## config.mk

```make
export PLATFORM = sky130hd
export DESIGN_NAME = stepper_seq
export DESIGN_NICKNAME = d
export VERILOG_FILES = /design/src/rtl/stepper_pkg.sv /design/src/rtl/stepper_timer.sv /design/src/rtl/stepper_index.sv /design/src/rtl/stepper_seq.sv
export SDC_FILE = /design/constraint.sdc
export NUM_CORES = 1
export LEC_CHECK = 0
export ABC_CLOCK_PERIOD_IN_PS = 6400
export BUFFER_PORTS_ARGS = -buffer_cell sky130_fd_sc_hd__buf_2
export CAP_MARGIN = 5
export CORE_MARGIN = 2
export CORE_UTILIZATION = 50
export DETAILED_ROUTE_END_ITERATION = 6
export PLACE_DENSITY = 0.72
export SYNTH_ARGS = -nofsm -noshare
export SYNTH_HDL_FRONTEND = slang
export SYNTH_SLANG_ARGS = --single-unit
```

## constraint.sdc

```tcl
create_clock -name clk_i -period 6.4 [get_ports clk_i]
set_clock_uncertainty 0.2 [all_clocks]
set_input_delay 0.32 -clock clk_i [delete_from_list [all_inputs] [get_ports clk_i]]
set_output_delay 0.32 -clock clk_i [all_outputs]
set_load 0.02 [all_outputs]
```

## src/rtl/stepper_pkg.sv

```systemverilog
package stepper_pkg;
  localparam int unsigned PHASE_W   = 8;
  localparam int unsigned NUM_STEPS = 4;
  localparam int unsigned IDX_W     = $clog2(NUM_STEPS);

  typedef logic [IDX_W-1:0]   step_idx_t;
  typedef logic [PHASE_W-1:0] phase_t;

  // ring position -> excitation, clockwise walks the index upwards
  function automatic phase_t phase_pattern(step_idx_t idx);
    phase_t p;
    case (idx)
      2'd0:    p = 8'h80;
      2'd1:    p = 8'hA0;
      2'd2:    p = 8'hE0;
      default: p = 8'hC0;
    endcase
    return p;
  endfunction
endpackage

```

## src/rtl/stepper_timer.sv

```systemverilog
module stepper_timer #(
  parameter int unsigned DLY_W = 16
) (
  input  logic             clk_i,
  input  logic             rst_ni,
  input  logic             en_i,
  input  logic [DLY_W-1:0] reload_i,
  output logic             expire_o
);
  localparam logic [DLY_W-1:0] ONE = DLY_W'(1);

  logic [DLY_W-1:0] cnt_q;
  logic [DLY_W-1:0] load_val;
  logic [DLY_W-1:0] remain;
  logic             need_q;

  assign load_val = (reload_i == '0) ? ONE : reload_i;
  assign remain   = need_q ? load_val : cnt_q;
  assign expire_o = en_i && (remain == ONE);

  always_ff @(posedge clk_i or negedge rst_ni) begin
    if (!rst_ni) begin
      cnt_q  <= '0;
      need_q <= 1'b1;
    end else if (en_i) begin
      if (remain == ONE) begin
        need_q <= 1'b1;
      end else begin
        cnt_q  <= remain - ONE;
        need_q <= 1'b0;
      end
    end
  end


  hold_cnt_chk: assert property (@(posedge clk_i) disable iff (!rst_ni)
    !en_i |=> ($stable(cnt_q) && $stable(need_q)));


  count_down_chk: assert property (@(posedge clk_i) disable iff (!rst_ni)
    (en_i && !need_q && cnt_q > ONE) |=> (!need_q && cnt_q == $past(cnt_q) - ONE));


  zero_reload_chk: assert property (@(posedge clk_i) disable iff (!rst_ni)
    (en_i && need_q && reload_i == '0) |-> expire_o);
endmodule

```

## src/rtl/stepper_index.sv

```systemverilog
module stepper_index
  import stepper_pkg::*;
(
  input  logic      clk_i,
  input  logic      rst_ni,
  input  logic      step_i,
  input  logic      dir_ccw_i,
  output step_idx_t idx_o,
  output logic      home_o
);
  localparam step_idx_t LAST = IDX_W'(NUM_STEPS - 1);
  localparam step_idx_t INC  = IDX_W'(1);

  step_idx_t idx_q;
  step_idx_t idx_nxt;
  logic      home_q;

  // before the first step the position follows the selected direction
  assign idx_o   = home_q ? (dir_ccw_i ? LAST : '0) : idx_q;
  assign idx_nxt = dir_ccw_i ? (idx_o - INC) : (idx_o + INC);
  assign home_o  = home_q;

  always_ff @(posedge clk_i or negedge rst_ni) begin
    if (!rst_ni) begin
      idx_q  <= '0;
      home_q <= 1'b1;
    end else if (step_i) begin
      idx_q  <= idx_nxt;
      home_q <= 1'b0;
    end
  end


  adjacent_step_chk: assert property (@(posedge clk_i) disable iff (!rst_ni)
    step_i |=> (idx_q == ($past(dir_ccw_i) ? ($past(idx_o) - INC) : ($past(idx_o) + INC))));


  home_hold_chk: assert property (@(posedge clk_i) disable iff (!rst_ni)
    (home_q && !step_i) |=> home_q);


  home_leave_chk: assert property (@(posedge clk_i) disable iff (!rst_ni)
    step_i |=> !home_q);
endmodule

```

## src/rtl/stepper_seq.sv

```systemverilog
module stepper_seq
  import stepper_pkg::*;
#(
  parameter int unsigned DLY_W = 16
) (
  input  logic             clk_i,
  input  logic             rst_ni,
  input  logic             en_i,
  input  logic             dir_ccw_i,
  input  logic [DLY_W-1:0] delay_i,
  output logic [7:0]       phase_o,
  output logic             step_o
);
  logic      expire;
  logic      home;
  logic      step_q;
  step_idx_t idx;

  stepper_timer #(.DLY_W(DLY_W)) u_timer (
    .clk_i    (clk_i),
    .rst_ni   (rst_ni),
    .en_i     (en_i),
    .reload_i (delay_i),
    .expire_o (expire)
  );

  stepper_index u_index (
    .clk_i     (clk_i),
    .rst_ni    (rst_ni),
    .step_i    (expire),
    .dir_ccw_i (dir_ccw_i),
    .idx_o     (idx),
    .home_o    (home)
  );

  // strobe registered alongside the index so it aligns with the new pattern
  always_ff @(posedge clk_i or negedge rst_ni) begin
    if (!rst_ni) step_q <= 1'b0;
    else         step_q <= expire;
  end

  assign phase_o = phase_pattern(idx);
  assign step_o  = step_q;


  low_nibble_chk: assert property (@(posedge clk_i) disable iff (!rst_ni)
    phase_o[3:0] == 4'h0);


  strobe_change_chk: assert property (@(posedge clk_i) disable iff (!rst_ni)
    step_o |-> (phase_o != $past(phase_o)));


  strobe_needs_en_chk: assert property (@(posedge clk_i) disable iff (!rst_ni)
    step_o |-> $past(en_i));


  idle_hold_chk: assert property (@(posedge clk_i) disable iff (!rst_ni)
    (!en_i && !home) |=> ($stable(phase_o) && !step_o));
endmodule

```

## Word level (Yosys, flattened, before mapping)

Cells that the tools add are included.

- Add/sub/neg operators: 3
- Eq/ne operators: 3
- Muxes and demuxes: 7
- Bitwise operators: 1
- Reductions and logical operators: 4

Operators by type and width:

| kind | number |
|---|---|
| 16-bit two-way mux | 2 |
| 7-bit case mux with 3 select lines | 1 |
| 16-bit by 1-bit equality test with 1-bit output, second input constant | 1 |
| 16-bit logical NOT | 1 |
| 16-bit by 1-bit subtractor with 16-bit output, second input constant | 1 |
| 2-bit two-way mux | 3 |
| 2-bit by 1-bit adder with 2-bit output, second input constant | 1 |
| 2-bit by 1-bit equality test with 1-bit output, second input constant | 1 |
| 2-bit equality test, second input constant | 1 |
| 2-bit logical NOT | 1 |
| 2-bit AND reduction | 1 |
| 2-bit by 1-bit subtractor with 2-bit output, second input constant | 1 |
| 1-bit logical AND | 1 |
| 1-bit two-way mux | 1 |
| 1-bit inverter | 1 |

- Flip-flop bits (word level): 21
- Input port bits: 20
- Output and inout bits: 9
- Word-level logic and storage cells: 23

## Longest topological paths before layout

Gate-level depths: netlist of the first run.

- Word-level depth: 6
- Depth in mapped cells: 13
- Gate-level depth less buffers: 10

## By module

Synthesis of the first run repeated with hierarchy kept, for this count alone.

- Cell total of the unflattened synthesis: 210
- Area total of the unflattened synthesis: 1731.7 µm²

By module, submodules not included:

| module | times used | cells each | area each (µm²) | seq. area each (µm²) |
|---|---|---|---|---|
| stepper_timer | 1 | 177 | 1441.4 | 426.7 |
| stepper_index | 1 | 19 | 173.9 | 76.3 |
| stepper_seq | 1 | 14 | 116.4 | 25.0 |

## Worst setup path before layout of the first run

Ideal clock, no wire load.

- Path kind: reg-to-reg
- Start: register u_timer.need_q
- End: register u_timer.cnt_q[14]
- Setup time: 0.065 ns
- Data arrival time: 2.928 ns
- Data required time: 6.135 ns
- Path slack: 3.207 ns
- Stages on the path, launching flop included: 11
- Buffers on the path: 3
- Period minus slack after synthesis: 3.193 ns
- Cells stage by stage: dfstp_2 > buf_2 > clkbuf_1 > clkbuf_1 > mux2i_1 > ha_1 > a21boi_0 > nand2_1 > or3_1 > a31oi_1 > o22a_1

- Word-level cells in the longest chain between the ends: 4
- Elaborated cells on any way between the ends: 5
- Those cells by class: add/sub: 1; eq/ne: 1; mux: 1; bitwise: 1; reduce/logical: 1

RTL lines:

| element | line | RTL |
|---|---|---|
| from (decl) | stepper_timer.sv:15 | `logic need_q;` |
| from (signal assigned) | stepper_timer.sv:24 | `need_q <= 1'b1;` |
| from (signal assigned) | stepper_timer.sv:27 | `need_q <= 1'b1;` |
| from (signal assigned) | stepper_timer.sv:30 | `need_q <= 1'b0;` |
| 16-bit two-way mux * | stepper_timer.sv:18 | `assign remain = need_q ? load_val : cnt_q;` |
| parallel branches: the longest is 3 deep, another holds 16-bit by 1-bit subtractor with 16-bit output | -- |  |
| to (signal assigned) | stepper_timer.sv:29 | `cnt_q <= remain - ONE;` |
| to (decl) | stepper_timer.sv:12 | `logic [DLY_W-1:0] cnt_q;` |

Mark *: on every way between the ends.
A chain may end at the register's enable or synchronous reset.

## Worst setup path in the final report of the first run

- Start: register u_timer.need_q
- End: register u_timer.cnt_q[13]

Same word-level chain as after synthesis.

==> results of run 1 <==
[area by class of cell]
type | instances | area, um2
clock buffer | 4 | 26.28
fill | 328 | 1468
inverter | 8 | 30.03
multi-input combinational | 164 | 1074
sequential | 21 | 528.0
tap | 46 | 57.56
timing repair buffer | 24 | 127.6
[worst reg2reg max path, stage by stage (launching register included)]
cell	delay, ps
dfstp_2	1110
or4b_1	560
a222oi_1	460
and3_1	240
nand2b_1	570
nor4b_1	110
a311o_1	350
[stage by stage]
| step | instances | instance area [um2] | hold slack, ps | setup WS, ps |
|---|---|---|---|---|
| floorplan | 209 | 1720 | -175.6 | 3207 |
| global placement | 262 | 1807 | 117.2 | 2776 |
| detailed placement | 262 | 1807 | 120.6 | 2710 |
| CTS | 267 | 1843 | 84.05 | 2721 |
| global route | 267 | 1843 | 91.55 | 2419 |
| finish | 267 | 1843 | 95.62 | 2688 |
[sequential cells by signal, indices dropped and copies added, names as in the netlist]
register	count
step_o	1
u_timer.cnt_q	16
u_index.idx_q	2
u_timer.need_q	1
u_index.home_o	1
[power groups by stage]
| stage | sequential, mW | clock, mW | combinational, mW |
|---|---|---|---|
| 2_1_floorplan | 0.177 | 0 | 0.0952 |
| 3_3_place_gp | 0.188 | 0 | 0.114 |
| 3_5_place_dp | 0.189 | 0 | 0.115 |
| 4_1_cts | 0.186 | 0.0676 | 0.116 |
| 5_1_grt | 0.191 | 0.0770 | 0.133 |
| 6_report | 0.187 | 0.0644 | 0.116 |
[final timing paths]
path / startpoint / to / slack, ps / depth (start not counted)
max: u_timer.need_q / u_timer.cnt_q[13] / 2690 / 6
min: en_i / u_timer.need_q / 100 / 3
max reg2reg: u_timer.need_q / u_timer.cnt_q[13] / 2690 / 6
min reg2reg: u_index.home_o / u_index.home_o / 300 / 2
max in group asynchronous: rst_ni / u_index.home_o / 5340 / 2
min in group asynchronous: rst_ni / u_timer.cnt_q[10] / 290 / 2
[kinds of logic (layout without fill, tap and decap cells)]
group                      Yosys count  after routing  share of synthesized area [%]
buffers and inverters               24             36                          6.970
adders and majority gates            2              2                          1.467
other                                2              6                         0.4404
DFF                                 21             21                          30.96
AOI/OAI and AO/OA                   67             67                          26.71
and+or+nand+nor                     74             74                          25.17
xor gates and xnor gates            10             10                          5.135
muxes                                5              5                          3.155
[layer usage]
metal | vias to the layer above | global-route usage, % | share of wire [%]
met4 | 0 | 8.056 | 1.8
li1 | 781 | - | -
met3 | 8 | 3.243 | 4.8
met5 | - | 0 | 0
met2 | 37 | 35.75 | 46
met1 | 741 | 29.84 | 47
[cell usage after synthesis, types with 2 or more instances]
| library cell | n | area, um2 |
|---|---|---|
| a211oi_1 | 2 | 15.01 |
| ha_1 | 2 | 25.02 |
| nand2_1 | 12 | 45.04 |
| buf_2 | 2 | 10.01 |
| a22oi_1 | 5 | 37.54 |
| dfstp_2 | 2 | 52.55 |
| nand2b_1 | 2 | 12.51 |
| a22o_1 | 3 | 26.28 |
| clkbuf_1 | 6 | 22.52 |
| or4b_1 | 2 | 20.02 |
| nor3_1 | 4 | 20.02 |
| a31oi_1 | 4 | 25.02 |
| and4b_1 | 2 | 20.02 |
| mux2_2 | 3 | 33.78 |
| inv_1 | 8 | 30.03 |
| buf_4 | 7 | 52.55 |
| mux2i_1 | 2 | 20.02 |
| xor2_1 | 5 | 43.79 |
| a21oi_1 | 16 | 80.08 |
| dfrtp_1 | 19 | 475.5 |
| o211ai_1 | 2 | 15.01 |
| or3b_2 | 2 | 17.52 |
| nor4_1 | 5 | 31.28 |
| or4_1 | 5 | 37.54 |
| nor2_1 | 20 | 75.07 |
| nor4b_1 | 2 | 17.52 |
| o21ai_0 | 17 | 85.08 |
| xnor2_1 | 5 | 43.79 |
| and2_1 | 3 | 18.77 |
| conb_1 | 2 | 7.510 |
| o22ai_1 | 2 | 12.51 |
| or3_1 | 4 | 25.02 |
| or2_2 | 2 | 12.51 |
| o22a_1 | 4 | 35.03 |
[what timing repair did]
action / in CTS / in global routing
endpoints found under the hold margin: 19 / 0
buffers inserted: 0 / 0
setup endpoints to repair: 0 / 0
hold buffers: 1 / 0
resized for setup: 0 / 0
==> qor.yml, run 1 <==
setup_tns_ps: 0
numCtsBuffers: 3
period_share_pct: 58.00
grt_antenna_before_repair: 0
layout_commonest_cell: "buf_2"
gp_routability_congestion: 0.8443
drc: 0
yosysWarnings: 0
setup_violations: 0
combPwrFrac_pct: 31.5
cp.required_ps: 6390
endpoint_kind: "flip-flop"
ant_nets: 0
fin_crit_ps: 3712
cpMaxStageDelayCell: "dfstp_2"
drive_gt1_share_pct: 18.55
start_util_pct: 51.51
p_sw_uw: 134.6
cp_num_buf_inv: 0
crit_fanout: 55
wl_mm: 3.867
rsz0062_at_grt: "no"
cts_tree: "done"
first_pass_iters: 4
synth_edf_count: 0
cp_data_arrival_time_ps: 3700
ios: 29
grt_pass1_wl_mm: 6.879
crit_family: "simple AND/OR/NAND/NOR gates"
tightest_slew_ps: 856.7
syn2layout_area_growth_pct: 8.071
die_w_um: 62.40
max_cap_viol_count: 0
placement.io_buffers: 22
coreArea_um2: 3311
p_leak_nw: 0.7403
status: "complete, no violations"
core.rowCount: 21
die_h_um: 62.40
num_vias: 1567
post-dp-hpwl_mm: 2.759
grt-ovfl-total: 0
grt_usage_pct: 21.98
worst_setup_path_start_kind: "flip-flop"
ys_seq_area_share_pct: 30.96
antenna_cells: 0
power_frac_clock_pct: 17.5
layout_common_cells: "buf_2, nor2_1, dfrtp_1, o21ai_0, a21oi_1"
routedWlPerCell_um: 14.48
path_cells: "or4b_1 -> a222oi_1 -> and3_1 -> nand2b_1 -> nor4b_1 -> a311o_1"
clock_tree.root_cell: "clkbuf_4"
ys_ff_latch: 21
p_seq_share_pct: 51.0
cp_slowest_stage_delay_ps: 1110
syn_avg_cell_area_um2: 8.319
synthDistinctLibCells: 56
synth_ff_type: "dfrtp_1"
viasPerCell: 5.869
clkLatencyLatePin_ps: 310
dieArea_um2: 3894
grt_max_degree: 56
power.density_nw_per_um2: 199.3
maxSlewViolCount: 0
synth_area_um2: 1705
drt_iter0_drc: 136
p_int_uw: 232.6
sw_frac_of_total_pct: 36.66
relSlewSlack_pct: 42.89
worstSetupPathType: "flip-flop to flip-flop"
cts.path.max_buffers: 2
async_reset_ff_share_pct: 100.0
power_uw: 367.2
cts.clk_slew.worst_paths_ps: 110
htree_levels: 1
clock.fmax_mhz: 269.4
vdd_drop_max_mv: 0.08181
min_path_type: "input pin to flip-flop"
nNetsFinal: 244
hold_viol_final: 0
final_util_pct: 55.67
grt_pass1_vias: 1491
synthCells: 205
cts_sinks: 21
No activity file was read; power rests on OpenSTA's default activity.
==> inputs of run 2 (changes only) <==
--- a/config.mk
+++ b/config.mk
@@ -5,13 +5,14 @@
 export SDC_FILE = /design/constraint.sdc
 export NUM_CORES = 1
 export LEC_CHECK = 0
-export ABC_CLOCK_PERIOD_IN_PS = 6400
+export ABC_AREA = 1
+export ABC_CLOCK_PERIOD_IN_PS = 3200
 export BUFFER_PORTS_ARGS = -buffer_cell sky130_fd_sc_hd__buf_2
 export CAP_MARGIN = 5
 export CORE_MARGIN = 2
 export CORE_UTILIZATION = 50
 export DETAILED_ROUTE_END_ITERATION = 6
-export PLACE_DENSITY = 0.72
+export PLACE_DENSITY = 0.76
 export SYNTH_ARGS = -nofsm -noshare
 export SYNTH_HDL_FRONTEND = slang
 export SYNTH_SLANG_ARGS = --single-unit
==> constraint.sdc (replaced) <==
create_clock -name clk_i -period 3.2 [get_ports clk_i]
set_clock_uncertainty 0.2 [all_clocks]
set_input_delay 0.16 -clock clk_i [delete_from_list [all_inputs] [get_ports clk_i]]
set_output_delay 0.16 -clock clk_i [all_outputs]
set_load 0.02 [all_outputs]
==> run 2 against run 1 <==
Clock power is 110% higher. Combinational power grew to 6.8 times the previous value. Worst setup slack worse by 2000 ps. Synthesized cell count is 22% higher. Largest power group is now combinational cells.
==> qor.yml, run 2 <==
setup_violations: 0  # unchanged
rsz0062_at_grt: "no"  # unchanged
multi_input_area_um2: 878.3  # was 1074 um2
drt_iter0_drc: 86  # was 136
reg2reg_slack_ps: 660  # was 2690 ps
grt_max_degree: 22  # was 56
combPwrFrac_pct: 59.6  # was 31.5%
htree_levels: 1  # unchanged
clkLatencyLatePin_ps: 320  # was 310 ps
die_h_um: 60.93  # was 62.40 um
fill_cells: 313  # was 328
power.density_nw_per_um2: 749.2  # was 199.3 nW/um2
grt_pass1_vias: 1368  # was 1491
routedWlPerCell_um: 11.40  # was 14.48 um
final_util_pct: 57.24  # was 55.67%
cts.clk_slew.worst_paths_ps: 120  # was 110 ps
max_cap_viol_count: 0  # unchanged
grt_pass1_wl_mm: 5.899  # was 6.879 mm
post-dp-hpwl_mm: 2.809  # was 2.759 mm
yosys.area.top_type: "dfrtp_1"  # unchanged
r2r-end: "u_timer.cnt_q[5]"  # was u_timer.cnt_q[13]
core.rowCount: 20  # was 21
r2r_start: "u_timer.need_q"  # unchanged
numCtsBuffers: 3  # unchanged
worst_slack_ps: 662.4  # was 2688 ps
cts_tree: "done"  # unchanged
fin_crit_ps: 2538  # was 3712 ps
syn2layout_area_growth_pct: 8.726  # was 8.071%
p_sw_uw: 663.6  # was 134.6 uW
ys_ff_latch: 21  # unchanged
min_path_type: "input pin to flip-flop"  # unchanged
synthDistinctLibCells: 27  # was 56
synthTopCellsByArea: "dfrtp_1, nand2_1, nor2_1"  # was dfrtp_1, o21ai_0, a21oi_1
die_w_um: 60.93  # was 62.40 um
pre_cts_ws_ps: 673.4  # was 2710 ps
yosysWarnings: 0  # unchanged
endpoint_kind: "flip-flop"  # unchanged
synth_edf_count: 0  # unchanged
synth.most_common_cell: "nand2_1"  # was nor2_1
grt_antenna_before_repair: 0  # unchanged
worstHoldPathCells: 6  # was 3
cts_sinks: 21  # unchanged
sw_frac_of_total_pct: 50.28  # was 36.66%
gp_routability_congestion: 0.8944  # was 0.8443
clock.fmax_mhz: 394.1  # was 269.4 MHz
power_frac_clock_pct: 10.3  # was 17.5%
clock_tree.root_cell: "clkbuf_4"  # unchanged
synthCells: 250  # was 205
hp-start: "dir_ccw_i"  # was en_i
final-seq-area_um2: 528.0  # unchanged
async_reset_ff_share_pct: 100.0  # unchanged
worst_setup_path_start_kind: "flip-flop"  # unchanged
worstSetupPathType: "flip-flop to flip-flop"  # unchanged
yosys.area.top_type_share_pct: 29.34  # was 27.88%
period_share_pct: 79.30  # was 58.00%
p_seq_share_pct: 30.1  # was 51.0%
grt_usage_pct: 21.35  # was 21.98%
largest_reg_flops: 16  # unchanged
drc: 0  # unchanged
dieArea_um2: 3712  # was 3894 um2
grt-ovfl-total: 0  # unchanged
layout_commonest_cell: "nand2_1"  # was buf_2
synth_commonest_cells: "nand2_1, nor2_1, inv_1"  # was nor2_1, dfrtp_1, o21ai_0
num_vias: 1513  # was 1567
status: "complete, no violations"  # unchanged
first_pass_iters: 4  # unchanged
synth_ff_type: "dfrtp_1"  # unchanged
reg2reg_depth: 14  # was 6
cp.required_ps: 3200  # was 6390 ps
ant_nets: 0  # unchanged
hold_path_end: "u_index.idx_q[0]"  # was u_timer.need_q
maxSlewViolCount: 0  # unchanged
coreArea_um2: 3078  # was 3311 um2
hold_viol_final: 0  # unchanged
antenna_cells: 0  # unchanged
post_cts_buffers: 0  # unchanged
wl_mm: 3.602  # was 3.867 mm
cp_data_arrival_time_ps: 2540  # was 3700 ps
start_util_pct: 52.64  # was 51.51%
nNetsFinal: 295  # was 244
viasPerCell: 4.788  # was 5.869
crit_fanout: 19  # was 55
syn_avg_cell_area_um2: 6.481  # was 8.319 um2
layout_common_cells: "nand2_1, nor2_1, inv_1, buf_2, dfrtp_1"  # was buf_2, nor2_1, dfrtp_1, o21ai_0, a21oi_1
placement.io_buffers: 22  # unchanged
regMostFlops: "u_timer.cnt_q"  # unchanged
p_int_uw: 656.3  # was 232.6 uW
p_leak_nw: 0.9410  # was 0.7403 nW
cts.path.max_buffers: 2  # unchanged
drive_gt1_share_pct: 15.81  # was 18.55%
ios: 29  # unchanged
vdd_drop_max_mv: 0.3475  # was 0.08181 mV
ys_seq_area_share_pct: 32.59  # was 30.96%
top_regs: "u_timer.cnt_q x16, u_index.idx_q x2"  # unchanged
synth_area_um2: 1620  # was 1705 um2
setup_tns_ps: 0  # unchanged
## run 2: cell types whose count changed after synthesis, sizes merged, moves of 5 or more
| cell | previous run | this run |
|---|---|---|
| nand2 | 12 | 87 |
| inv | 8 | 34 |
| nor2 | 20 | 39 |
| a21oi | 16 | 2 |
| nand3 | 1 | 14 |
| nand4 | 0 | 7 |
| clkbuf | 6 | 0 |
| or4 | 6 | 0 |
| a22oi | 5 | 0 |
| nor4 | 5 | 0 |
## run 2: worst max path at each step
stage                   start                 to  slack [ps]  depth (start not counted)
2_1_floorplan  u_timer.need_q  u_timer.cnt_q[12]         790                         17
3_3_place_gp   u_timer.need_q  u_timer.cnt_q[10]         780                         13
3_5_place_dp   u_timer.need_q   u_timer.cnt_q[5]         670                         14
4_1_cts        u_timer.need_q   u_timer.cnt_q[5]         660                         14
5_1_grt        u_timer.need_q   u_timer.cnt_q[5]         430                         14
6_report       u_timer.need_q   u_timer.cnt_q[5]         660                         14
## run 2: worst max-delay path, cell delays in order (launching register included)
cell and delay, ps:
dfstp_2 570, inv_4 80, nor2_1 100, nand2_1 90, nand2_1 210, inv_1 100
ha_1 190, inv_1 70, nor2_1 40, nand4_1 120, nor2_4 60, nor2_4 320
inv_6 120, nand2_1 90, o21ai_0 70
## run 2: layout make-up
cell class	count	area share [%]
well taps	44	3.125
repair buffers	25	7.812
flip-flops and latches	21	29.97
inverters	34	7.670
clock buffers	3	1.278
multi-input cells	188	49.86
clock inverters	1	0.2841
## run 2: power groups by stage
stage               Sequential (mW)  Clock, mW  Combinational (mW)
floorplan                     0.390          0               0.628
global placement              0.404          0               0.772
detailed placement            0.404          0               0.776
CTS                           0.398      0.136               0.780
global route                  0.409      0.146               0.891
finish                        0.398      0.135               0.787
## run 2: metal layers
layer  wire length (um)  track usage, %  share of wire [%]
met3                229           2.772                6.4
met2               1602           33.95                 44
met5                  0               0                  0
met4                 82           6.522                2.3
met1               1687           30.33                 47
## run 2: cells by family (layout without fill, tap and decap cells)
kind of cell             after synthesis  count (layout)  share of synthesized area, %
flip-flops                            21              21                         32.59
XOR/XNOR                               8               8                         4.324
buffers and inverters                 45              63                         14.13
AND/OR/NAND/NOR                      150             150                         39.61
AO/OA/AOI/OAI                         22              22                         7.336
other                                  2               6                        0.4635
adder cells (fa/ha/maj)                2               2                         1.544
## run 2: per-stage QoR
stage	power, mW	instance area (um2)	hold slack, ps	std cells
final	1.320	1762	46.28	316
after global routing	1.447	1762	70.46	316
after CTS	1.314	1762	45.14	316
after detailed placement	1.180	1714	-40.64	310
after global placement	1.176	1714	-46.68	310
after floorplan	1.018	1635	-335.6	254
## run 2: what timing repair did
item                      4_1_cts  5_1_grt
hold endpoints to repair       24        0
hold buffers                    2        0
resized for setup               0        0
